===== config.mk =====
export PLATFORM = sky130hd
export DESIGN_NAME = updown_timer
export DESIGN_NICKNAME = d
export VERILOG_FILES = /design/src/rtl/utm_pkg.sv /design/src/rtl/utm_ctrl_regs.sv /design/src/rtl/utm_count_unit.sv /design/src/rtl/utm_compare_unit.sv /design/src/rtl/updown_timer.sv
export SDC_FILE = /design/constraint.sdc
export NUM_CORES = 1
export LEC_CHECK = 0
export BUFFER_PORTS_ARGS = -buffer_cell sky130_fd_sc_hd__buf_2
export CAP_MARGIN = 25
export CORE_ASPECT_RATIO = 1.5
export CORE_UTILIZATION = 60
export DETAILED_ROUTE_END_ITERATION = 8
export GPL_ROUTABILITY_DRIVEN = 0
export MAX_ROUTING_LAYER = met4
export PLACE_DENSITY = 0.82
export SYNTH_ARGS = -nofsm -noshare
export SYNTH_HDL_FRONTEND = slang
export SYNTH_HIERARCHICAL = 1
export SYNTH_SLANG_ARGS = --single-unit

===== constraint.sdc =====
create_clock -name clk -period 3 [get_ports clk]
set_clock_uncertainty 0.05 [all_clocks]
set_input_delay 0.15 -clock clk [delete_from_list [all_inputs] [get_ports clk]]
set_output_delay 0.15 -clock clk [all_outputs]
set_load 0.1 [all_outputs]

===== src/rtl/utm_pkg.sv =====
package utm_pkg;
  typedef enum logic [1:0] {
    M_NORMAL = 2'd0,
    M_PHASE  = 2'd1,
    M_CTC    = 2'd2,
    M_FAST   = 2'd3
  } utm_mode_e;

  typedef enum logic [1:0] {
    CS_OFF  = 2'd0,
    CS_CLK  = 2'd1,
    CS_TICK = 2'd2,
    CS_RSVD = 2'd3
  } utm_csel_e;

  localparam logic [1:0] A_COUNT = 2'd0;
  localparam logic [1:0] A_CMP   = 2'd1;
  localparam logic [1:0] A_CTRL  = 2'd2;
  localparam logic [1:0] A_FLAG  = 2'd3;

  function automatic logic is_pwm(utm_mode_e m);
    return (m == M_PHASE) || (m == M_FAST);
  endfunction
endpackage


===== src/rtl/utm_ctrl_regs.sv =====
module utm_ctrl_regs
  import utm_pkg::*;
#(
  parameter int W = 8
) (
  input  logic         clk,
  input  logic         rst,
  input  logic         wr_en,
  input  logic [1:0]   wr_addr,
  input  logic [W-1:0] wr_data,
  input  logic         match,
  input  logic         irq_ack,
  output utm_mode_e    mode_q,
  output utm_csel_e    csel_q,
  output logic         ien_q,
  output logic [W-1:0] cmp_buf_q,
  output logic         flag_q,
  output logic         cnt_wr,
  output logic         cmp_wr,
  output logic         ctl_wr
);
  logic flg_wr;

  assign cnt_wr = wr_en && (wr_addr == A_COUNT);
  assign cmp_wr = wr_en && (wr_addr == A_CMP);
  assign ctl_wr = wr_en && (wr_addr == A_CTRL);
  assign flg_wr = wr_en && (wr_addr == A_FLAG);

  always_ff @(posedge clk) begin
    if (rst) begin
      mode_q    <= M_NORMAL;
      csel_q    <= CS_OFF;
      ien_q     <= 1'b0;
      cmp_buf_q <= '0;
      flag_q    <= 1'b0;
    end else begin
      if (ctl_wr) begin
        mode_q <= utm_mode_e'(wr_data[1:0]);
        csel_q <= utm_csel_e'(wr_data[3:2]);
        ien_q  <= wr_data[4];
      end
      if (cmp_wr) cmp_buf_q <= wr_data;
      // a fresh match outranks any clear in the same cycle
      if (match) flag_q <= 1'b1;
      else if ((flg_wr && wr_data[0]) || irq_ack) flag_q <= 1'b0;
    end
  end
endmodule


===== src/rtl/utm_count_unit.sv =====
module utm_count_unit
  import utm_pkg::*;
#(
  parameter int W = 8
) (
  input  logic         clk,
  input  logic         rst,
  input  logic         step,
  input  logic         load,
  input  logic [W-1:0] load_val,
  input  logic         dir_reset,
  input  utm_mode_e    mode,
  input  logic [W-1:0] active_cmp,
  output logic [W-1:0] cnt_q,
  output logic         up_q
);
  localparam logic [W-1:0] ONE      = W'(1);
  localparam logic [W-1:0] BOT      = '0;
  localparam logic [W-1:0] MAXV     = '1;
  localparam logic [W-1:0] NEAR_TOP = MAXV - ONE;

  always_ff @(posedge clk) begin
    if (rst) begin
      cnt_q <= '0;
    end else if (load) begin
      cnt_q <= load_val;
    end else if (step) begin
      case (mode)
        M_CTC:   cnt_q <= (cnt_q == active_cmp) ? BOT : cnt_q + ONE;
        M_PHASE: begin
          if (up_q) cnt_q <= (cnt_q == MAXV) ? NEAR_TOP : cnt_q + ONE;
          else      cnt_q <= (cnt_q == BOT)  ? ONE      : cnt_q - ONE;
        end
        default: cnt_q <= cnt_q + ONE;
      endcase
    end
  end

  always_ff @(posedge clk) begin
    if (rst || load || dir_reset || (mode != M_PHASE)) begin
      up_q <= 1'b1;
    end else if (step && up_q && (cnt_q == MAXV)) begin
      up_q <= 1'b0;
    end else if (step && !up_q && (cnt_q == BOT)) begin
      up_q <= 1'b1;
    end
  end
endmodule


===== src/rtl/utm_compare_unit.sv =====
module utm_compare_unit
  import utm_pkg::*;
#(
  parameter int W = 8
) (
  input  logic         clk,
  input  logic         rst,
  input  logic         step,
  input  utm_mode_e    mode,
  input  logic [W-1:0] cnt,
  input  logic         up,
  input  logic [W-1:0] cmp_buf,
  input  logic         cmp_wr,
  input  logic [W-1:0] wr_data,
  output logic [W-1:0] active_q,
  output logic         match,
  output logic         wave_q
);
  localparam logic [W-1:0] BOT  = '0;
  localparam logic [W-1:0] MAXV = '1;

  logic at_max;
  logic pwm_load;

  assign at_max   = (cnt == MAXV);
  assign match    = step && (cnt == active_q);
  assign pwm_load = step && at_max && ((mode == M_FAST) || ((mode == M_PHASE) && up));

  always_ff @(posedge clk) begin
    if (rst) begin
      active_q <= '0;
    end else if (is_pwm(mode)) begin
      if (pwm_load) active_q <= cmp_buf;
    end else begin
      active_q <= cmp_wr ? wr_data : cmp_buf;
    end
  end

  always_ff @(posedge clk) begin
    if (rst) begin
      wave_q <= 1'b0;
    end else begin
      case (mode)
        M_CTC: if (match) wave_q <= ~wave_q;
        M_FAST: begin
          if (step && at_max) wave_q <= 1'b1;
          else if (match)     wave_q <= 1'b0;
        end
        M_PHASE: begin
          if (step && (cnt == BOT)) wave_q <= 1'b1;
          else if (match && up)     wave_q <= 1'b0;
        end
        default: wave_q <= wave_q;
      endcase
    end
  end
endmodule


===== src/rtl/updown_timer.sv =====
module updown_timer
  import utm_pkg::*;
#(
  parameter int CNT_W = 8
) (
  input  logic             clk,
  input  logic             rst,
  input  logic             tick_i,
  input  logic             wr_en_i,
  input  logic [1:0]       wr_addr_i,
  input  logic [CNT_W-1:0] wr_data_i,
  input  logic [1:0]       rd_addr_i,
  output logic [CNT_W-1:0] rd_data_o,
  input  logic             irq_ack_i,
  output logic             irq_o,
  output logic             wave_o
);
  utm_mode_e        mode_q;
  utm_csel_e        csel_q;
  logic             ien_q;
  logic [CNT_W-1:0] cmp_buf_q;
  logic             flag_q;
  logic             cnt_wr, cmp_wr, ctl_wr;
  logic [CNT_W-1:0] cnt_q;
  logic             up_q;
  logic [CNT_W-1:0] active_q;
  logic             match;
  logic             run;
  logic             step;

  always_comb begin
    case (csel_q)
      CS_CLK:  run = 1'b1;
      CS_TICK: run = tick_i;
      default: run = 1'b0;
    endcase
  end

  assign step = run && !cnt_wr;

  utm_ctrl_regs #(.W(CNT_W)) u_regs (
    .clk(clk), .rst(rst), .wr_en(wr_en_i), .wr_addr(wr_addr_i), .wr_data(wr_data_i),
    .match(match), .irq_ack(irq_ack_i), .mode_q(mode_q), .csel_q(csel_q),
    .ien_q(ien_q), .cmp_buf_q(cmp_buf_q), .flag_q(flag_q),
    .cnt_wr(cnt_wr), .cmp_wr(cmp_wr), .ctl_wr(ctl_wr)
  );

  utm_count_unit #(.W(CNT_W)) u_count (
    .clk(clk), .rst(rst), .step(step), .load(cnt_wr), .load_val(wr_data_i),
    .dir_reset(ctl_wr), .mode(mode_q), .active_cmp(active_q),
    .cnt_q(cnt_q), .up_q(up_q)
  );

  utm_compare_unit #(.W(CNT_W)) u_cmp (
    .clk(clk), .rst(rst), .step(step), .mode(mode_q), .cnt(cnt_q), .up(up_q),
    .cmp_buf(cmp_buf_q), .cmp_wr(cmp_wr), .wr_data(wr_data_i),
    .active_q(active_q), .match(match), .wave_q(wave_o)
  );

  always_ff @(posedge clk) begin
    if (rst) begin
      rd_data_o <= '0;
    end else begin
      case (rd_addr_i)
        A_COUNT: rd_data_o <= cnt_q;
        A_CMP:   rd_data_o <= cmp_buf_q;
        A_CTRL:  rd_data_o <= CNT_W'({ien_q, csel_q, mode_q});
        default: rd_data_o <= CNT_W'(flag_q);
      endcase
    end
  end

  assign irq_o = flag_q & ien_q;
endmodule


After elaboration in Yosys (flattened, before gate mapping)
Index checks and enable logic that the tools add are counted.
Word-level totals
  input port bits: 17
  output and inout bits: 10
  RAM bits: 0
  register bits after elaboration: 40
  bits in read-only memories: 0
  memories: 0
  latch bits: 0
Operators by class
  divide/modulo/power cells: 0
  order comparisons: 0
  bitwise operators: 2
  reduce and logical (&&, ||, !) cells: 32
  multiplexer cells: 22
  add/sub/neg operators: 2
  shift-type cells: 0
  eq/ne operators: 17
  multipliers: 0
Operator list (number)
  $mux W8: 9
  $pmux W8 S3: 1
  $logic_and A1 B1 Y1: 16
  $pmux W8 S2: 1
  $eq A2 B2 Y1 const B: 6
  $mux W1: 9
  $add A8 B1 Y8 const B: 1
  $eq A2 B1 Y1 const B: 4
  $eq A8 B8 Y1: 1
  $eq A8 B8 Y1 const B: 1
  $logic_not A8 Y1: 1
  $sub A8 B1 Y8 const B: 1
  $logic_or A1 B1 Y1: 6
  $ne A2 B1 Y1 const B: 3
  $reduce_bool A2 Y1: 3
  $logic_not A2 Y1: 2
  $reduce_and A4 Y1: 1
  $ne A3 B2 Y1 const B: 1
  $ne A3 B3 Y1 const B: 1
  $pmux W1 S3: 1
  $reduce_bool A3 Y1: 1
  $logic_not A1 Y1: 2
  $pmux W1 S2: 1
  $and A1 B1 Y1: 1
  $not A1 Y1: 1

Logic depth before layout (Yosys ltp)
  word-level depth: 9
  gate-level depth with buffers: 9

Modules after synthesis
The synthesis kept the hierarchy.
Modules (own cells, without submodules)
  utm_count_unit: cells an instance 141, times used 1, seq. area each 180.2 um^2, area each 1184.9 um^2
  utm_ctrl_regs: cells an instance 59, times used 1, seq. area each 280.3 um^2, area each 615.6 um^2
  utm_compare_unit: cells an instance 65, times used 1, seq. area each 180.2 um^2, area each 599.3 um^2
  updown_timer: cells an instance 42, times used 1, seq. area each 160.2 um^2, area each 415.4 um^2

Worst setup path before layout
No wires, ideal clock.
  kind: register -> register
  start point: register u_regs.csel_q[0]
  end point: register u_cmp.active_q[4]
  setup time: 0.079 ns
  stages on the path, launching flop included: 9
  data required time: 2.871 ns
  clock period less this slack: 2.199 ns
  path slack: 0.801 ns
  path buffers: 1
  data arrival time: 2.070 ns
  path through: dfxtp_1 > inv_1 > ha_1 > nor3_1 > nand2_1 > o41ai_4 > buf_6 > nor2_1 > a211oi_2
Between the ends
  longest elaborated chain between the ends: 6
  elaborated cells between the ends (all ways): 7
RTL lines
  from (decl): line utm_ctrl_regs.sv:14  | output utm_csel_e csel_q,
  from (signal assigned): line utm_ctrl_regs.sv:39  | csel_q <= utm_csel_e'(wr_data[3:2]);
  $eq A2 B2 Y1 / $eq A2 B1 Y1 (equally long branches): line updown_timer.sv:32  | case (csel_q)
  $pmux W1 S2 *: line updown_timer.sv:32
  $logic_and A1 B1 Y1 *: line updown_timer.sv:39  | assign step = run && !cnt_wr;
  named net step: line updown_timer.sv:29  | logic step;
  $logic_and A1 B1 Y1 * (2 in series): line utm_compare_unit.sv:27  | assign pwm_load = step && at_max && ((mode == M_FAST) || ((mode == M_PHASE) && up));
  $ne A2 B1 Y1 (no line) *
  to (signal assigned): line utm_compare_unit.sv:33  | if (pwm_load) active_q <= cmp_buf;
  to (signal assigned): line utm_compare_unit.sv:35  | active_q <= cmp_wr ? wr_data : cmp_buf;
  to (decl): line utm_compare_unit.sv:15  | output logic [W-1:0] active_q,
The timed path passes the listed nets; every way through them passes the cells marked *.
A chain may end at the register's enable or synchronous reset.

Worst setup path after layout
  start point: register u_regs.mode_q[0]
  end point: register u_count.cnt_q[2]
Between the ends
  longest elaborated chain between the ends: 4
  elaborated cells between the ends (all ways): 5
RTL lines
  from (decl): line utm_ctrl_regs.sv:13  | output utm_mode_e mode_q,
  from (signal assigned): line utm_ctrl_regs.sv:38  | mode_q <= utm_mode_e'(wr_data[1:0]);
  $eq A2 B1 Y1 / $eq A2 B2 Y1 (equally long branches): line utm_count_unit.sv:28  | case (mode)
  $pmux W8 S2 *: line utm_count_unit.sv:28
  $mux W8 *: line utm_count_unit.sv:27  | end else if (step) begin
  $mux W8 *: line utm_count_unit.sv:25  | end else if (load) begin
  to (signal assigned): line utm_count_unit.sv:26  | cnt_q <= load_val;
  to (signal assigned): line utm_count_unit.sv:29  | M_CTC: cnt_q <= (cnt_q == active_cmp) ? BOT : cnt_q + ONE;
  to (signal assigned): line utm_count_unit.sv:31  | if (up_q) cnt_q <= (cnt_q == MAXV) ? NEAR_TOP : cnt_q + ONE;
  to (decl): line utm_count_unit.sv:14  | output logic [W-1:0] cnt_q,
Mark *: on every way between the ends. The rest lies on a longest branch, timed or not. The select of a mux whose other input is x is not followed.

==> impl_metrics.yaml <==
outcome:
  status: "finished, violations left"
  violations: "design-rule violations"
place:
  place_hpwl_um: 4810
  dp.cells: 368
  dpl_worst_slack_ps: 628
  io_buffers: 26
sta:
  rsz0062_at_grt: "no"
  whs_ps: 89.2
  hold_viol: 0
  timing.fmax_mhz: 413
  post-route-period-util: 0.806
  fin_ws_ps: 581
  max_slew_margin: 0.427
  period_needed_ps: 2420
  finalSetupTns_ps: 0
  maxSlewViolCount: 0
  setup_viol: 0
  worst_slew_pin_slew_ps: 859
clocking:
  cts-buffers-inserted: 5
  cts-hold-fix-buffers: 0
  cts_max_path_buffers: 2
  clkSinkCount: 40
  clk_pin_slew_ps: 80
  post_cts_resized: 0
  htreeDepth: 2
  clk_latency_ps: 290
  cts_root_buf: "clkbuf_8"
  post-cts-setup-buffer-count: 0
  tritoncts: "done"
power:
  power_density_nw_per_um2: 394
  vdd_drop_max_mv: 0.226
  p_leak_uw: 0.00118
  power_uw: 1200
min_path:
  hold_path_depth: 3
  min_path_type: "in -> reg"
setup_path:
  critPathMaxFanout: 11
  endpoint_kind: "register"
  r2r_cells: 7
  required_ps: 3150
  arrival_ps: 2570
  start_kind: "register"
  critPathKind: "reg -> reg"
floorplanning:
  rows: 30
  core_area_um2: 4500
  io_pins: 27
  die_h_um: 85.9
  start_util: 0.625
  fp.dieW_um: 57.9
  dieArea_um2: 4980
detailed_routing:
  drc_errors: 4
  ant_nets: 0
  vias: 2404
  drt_iter0_drc: 142
  dr.pass1.iters: 6
  routedWlPerCell_um: 17.9
  vias_per_cell: 6.39
  wl_um: 6730
synth:
  yosysWarningCount: 6
  synth_area_leader_cell: "dfxtp_1"
  async_flop_share: 0
  yosys_register_bits: 40
  syn_inst: 307
  synth_area_um2: 2820
  ys_seq_area_frac: 0.284
  netlist_top_cells_area: "dfxtp_1 28%, mux2i_1 8.5%, nand2b_1 5.6%, a211oi_1 3.7%, xnor2_1 3.7%"
  syn_nets: 331
  ys_types: 63
  netlist.area_leader.share: 0.284
  synth.avg_cell_area_um2: 9.17
  synth_edf_count: 0
  synth_top_flop_cell: "dfxtp_1"
global_route:
  grt_max_degree: 51
  grt_pass1_wl_um: 11100
  grt_util_all_layers: 0.295
  antenna_found_initial: 0
  grt.overflow.total: 0
  grt_pass1_vias: 2331
cells_and_area:
  final_nets: 351
  instances_no_fill: 376
  diodes: 0
  drive_above_1_share: 0.195
  synthToLayoutAreaGrowth_pct: 8.53
job:
  drv_cap: 0
## report_power, final
part,internal (uW),switching (uW),leakage (uW)
sequential,548,24.8,0.000325
combinational,75.6,115,0.000801
clock,246,193,0.0000541
total,869,334,0.00118
## sequential cells by signal, summed over array words and instances (netlist names), 2 cells and up
signal,cells
u_regs/csel_q,2
rd_data_o,8
u_regs/cmp_buf_q,8
u_count/cnt_q,8
u_regs/mode_q,2
u_cmp/active_q,8
## kinds of logic after synthesis
family | Yosys count | synth area share
xor+xnor | 24 | 0.0800
fa+ha+maj | 7 | 0.0311
buf+inv | 34 | 0.0622
mux | 25 | 0.0933
compound gates | 67 | 0.200
simple gates | 110 | 0.248
flops | 40 | 0.284
## layout make-up
| class | instances | area, um^2 |
|---|---|---|
| clock buffer | 5 | 68.8 |
| clock inverter | 3 | 42.5 |
| fill | 364 | 1450 |
| inverter | 13 | 48.8 |
| multi-input combinational | 233 | 1840 |
| sequential | 40 | 801 |
| tap | 48 | 60.1 |
| timing repair buffer | 34 | 190 |
## worst max-delay path: stages, from the launching register on
cell and delay, ps:
dfxtp_1 560, inv_1 80, ha_1 460, nand2b_1 220
o32a_4 370, a221oi_2 270, nor2b_1 90, a221oi_2 220
## metal layers
metal  global-route usage  vias up  share of wire
met3               0.0362       17          0.040
li1                     -     1160              -
met5                    -        -              0
met1                0.325     1161           0.40
met2                0.516       66           0.53
met4                0.139        0          0.025
## worst paths after layout
path	from	end	slack [ps]
hold reg to reg	u_regs/cmp_buf_q[5]	u_regs/cmp_buf_q[5]	450
hold / removal	wr_data_i[7]	u_regs/cmp_buf_q[7]	90
setup / recovery	u_regs/mode_q[0]	u_count/cnt_q[2]	580
setup reg to reg	u_regs/mode_q[0]	u_count/cnt_q[2]	580
## metrics by stage
stage | cell area, um^2 | utilization
floorplan | 2820 | -
global placement | 2940 | 0.654
detailed placement | 2940 | 0.654
CTS | 3060 | 0.678
global route | 3060 | 0.678
finish | 3060 | 0.678
## synthesized netlist by cell type, drive strengths merged, types with 2 or more instances
library cell	n
nand4	5
nor3	13
a211oi	16
or3	2
clkbuf	7
inv	13
nand2b	25
nor4	6
o41ai	2
nand2	8
buf	14
a31oi	6
and2b	2
dfxtp	40
nor3b	12
nor2b	5
nor2	17
xor2	12
a21oi	12
nand3	7
a221o	2
o21bai	3
a21boi	2
o311ai	2
a221oi	4
a21o	2
ha	7
o22ai	2
mux2i	24
nor4b	2
xnor2	12
o21ai	6
## placed cells by master (no fill, tap or decap), types with 2 or more instances in the layout
cell type	count
a221oi_2	3
inv_1	13
o22ai_1	2
mux2i_1	24
xnor2_1	12
clkbuf_8	5
o21ai_0	6
xor2_1	10
nand4_1	3
a21oi_1	12
nor3b_2	2
ha_1	7
nor4_1	3
nor2_1	17
nor3b_1	10
buf_2	26
a211oi_1	14
nand3_1	7
nand2b_1	25
buf_4	8
nor4b_1	2
nor3_1	13
xor2_2	2
and2b_1	2
a21o_1	2
nand2_1	7
nor2b_1	4
a31oi_1	6
dfxtp_1	40
a221o_1	2
a211oi_2	2
nor4_2	2
o21bai_1	3
or3_1	2
Note: power is estimated with default switching activity, not from simulation.
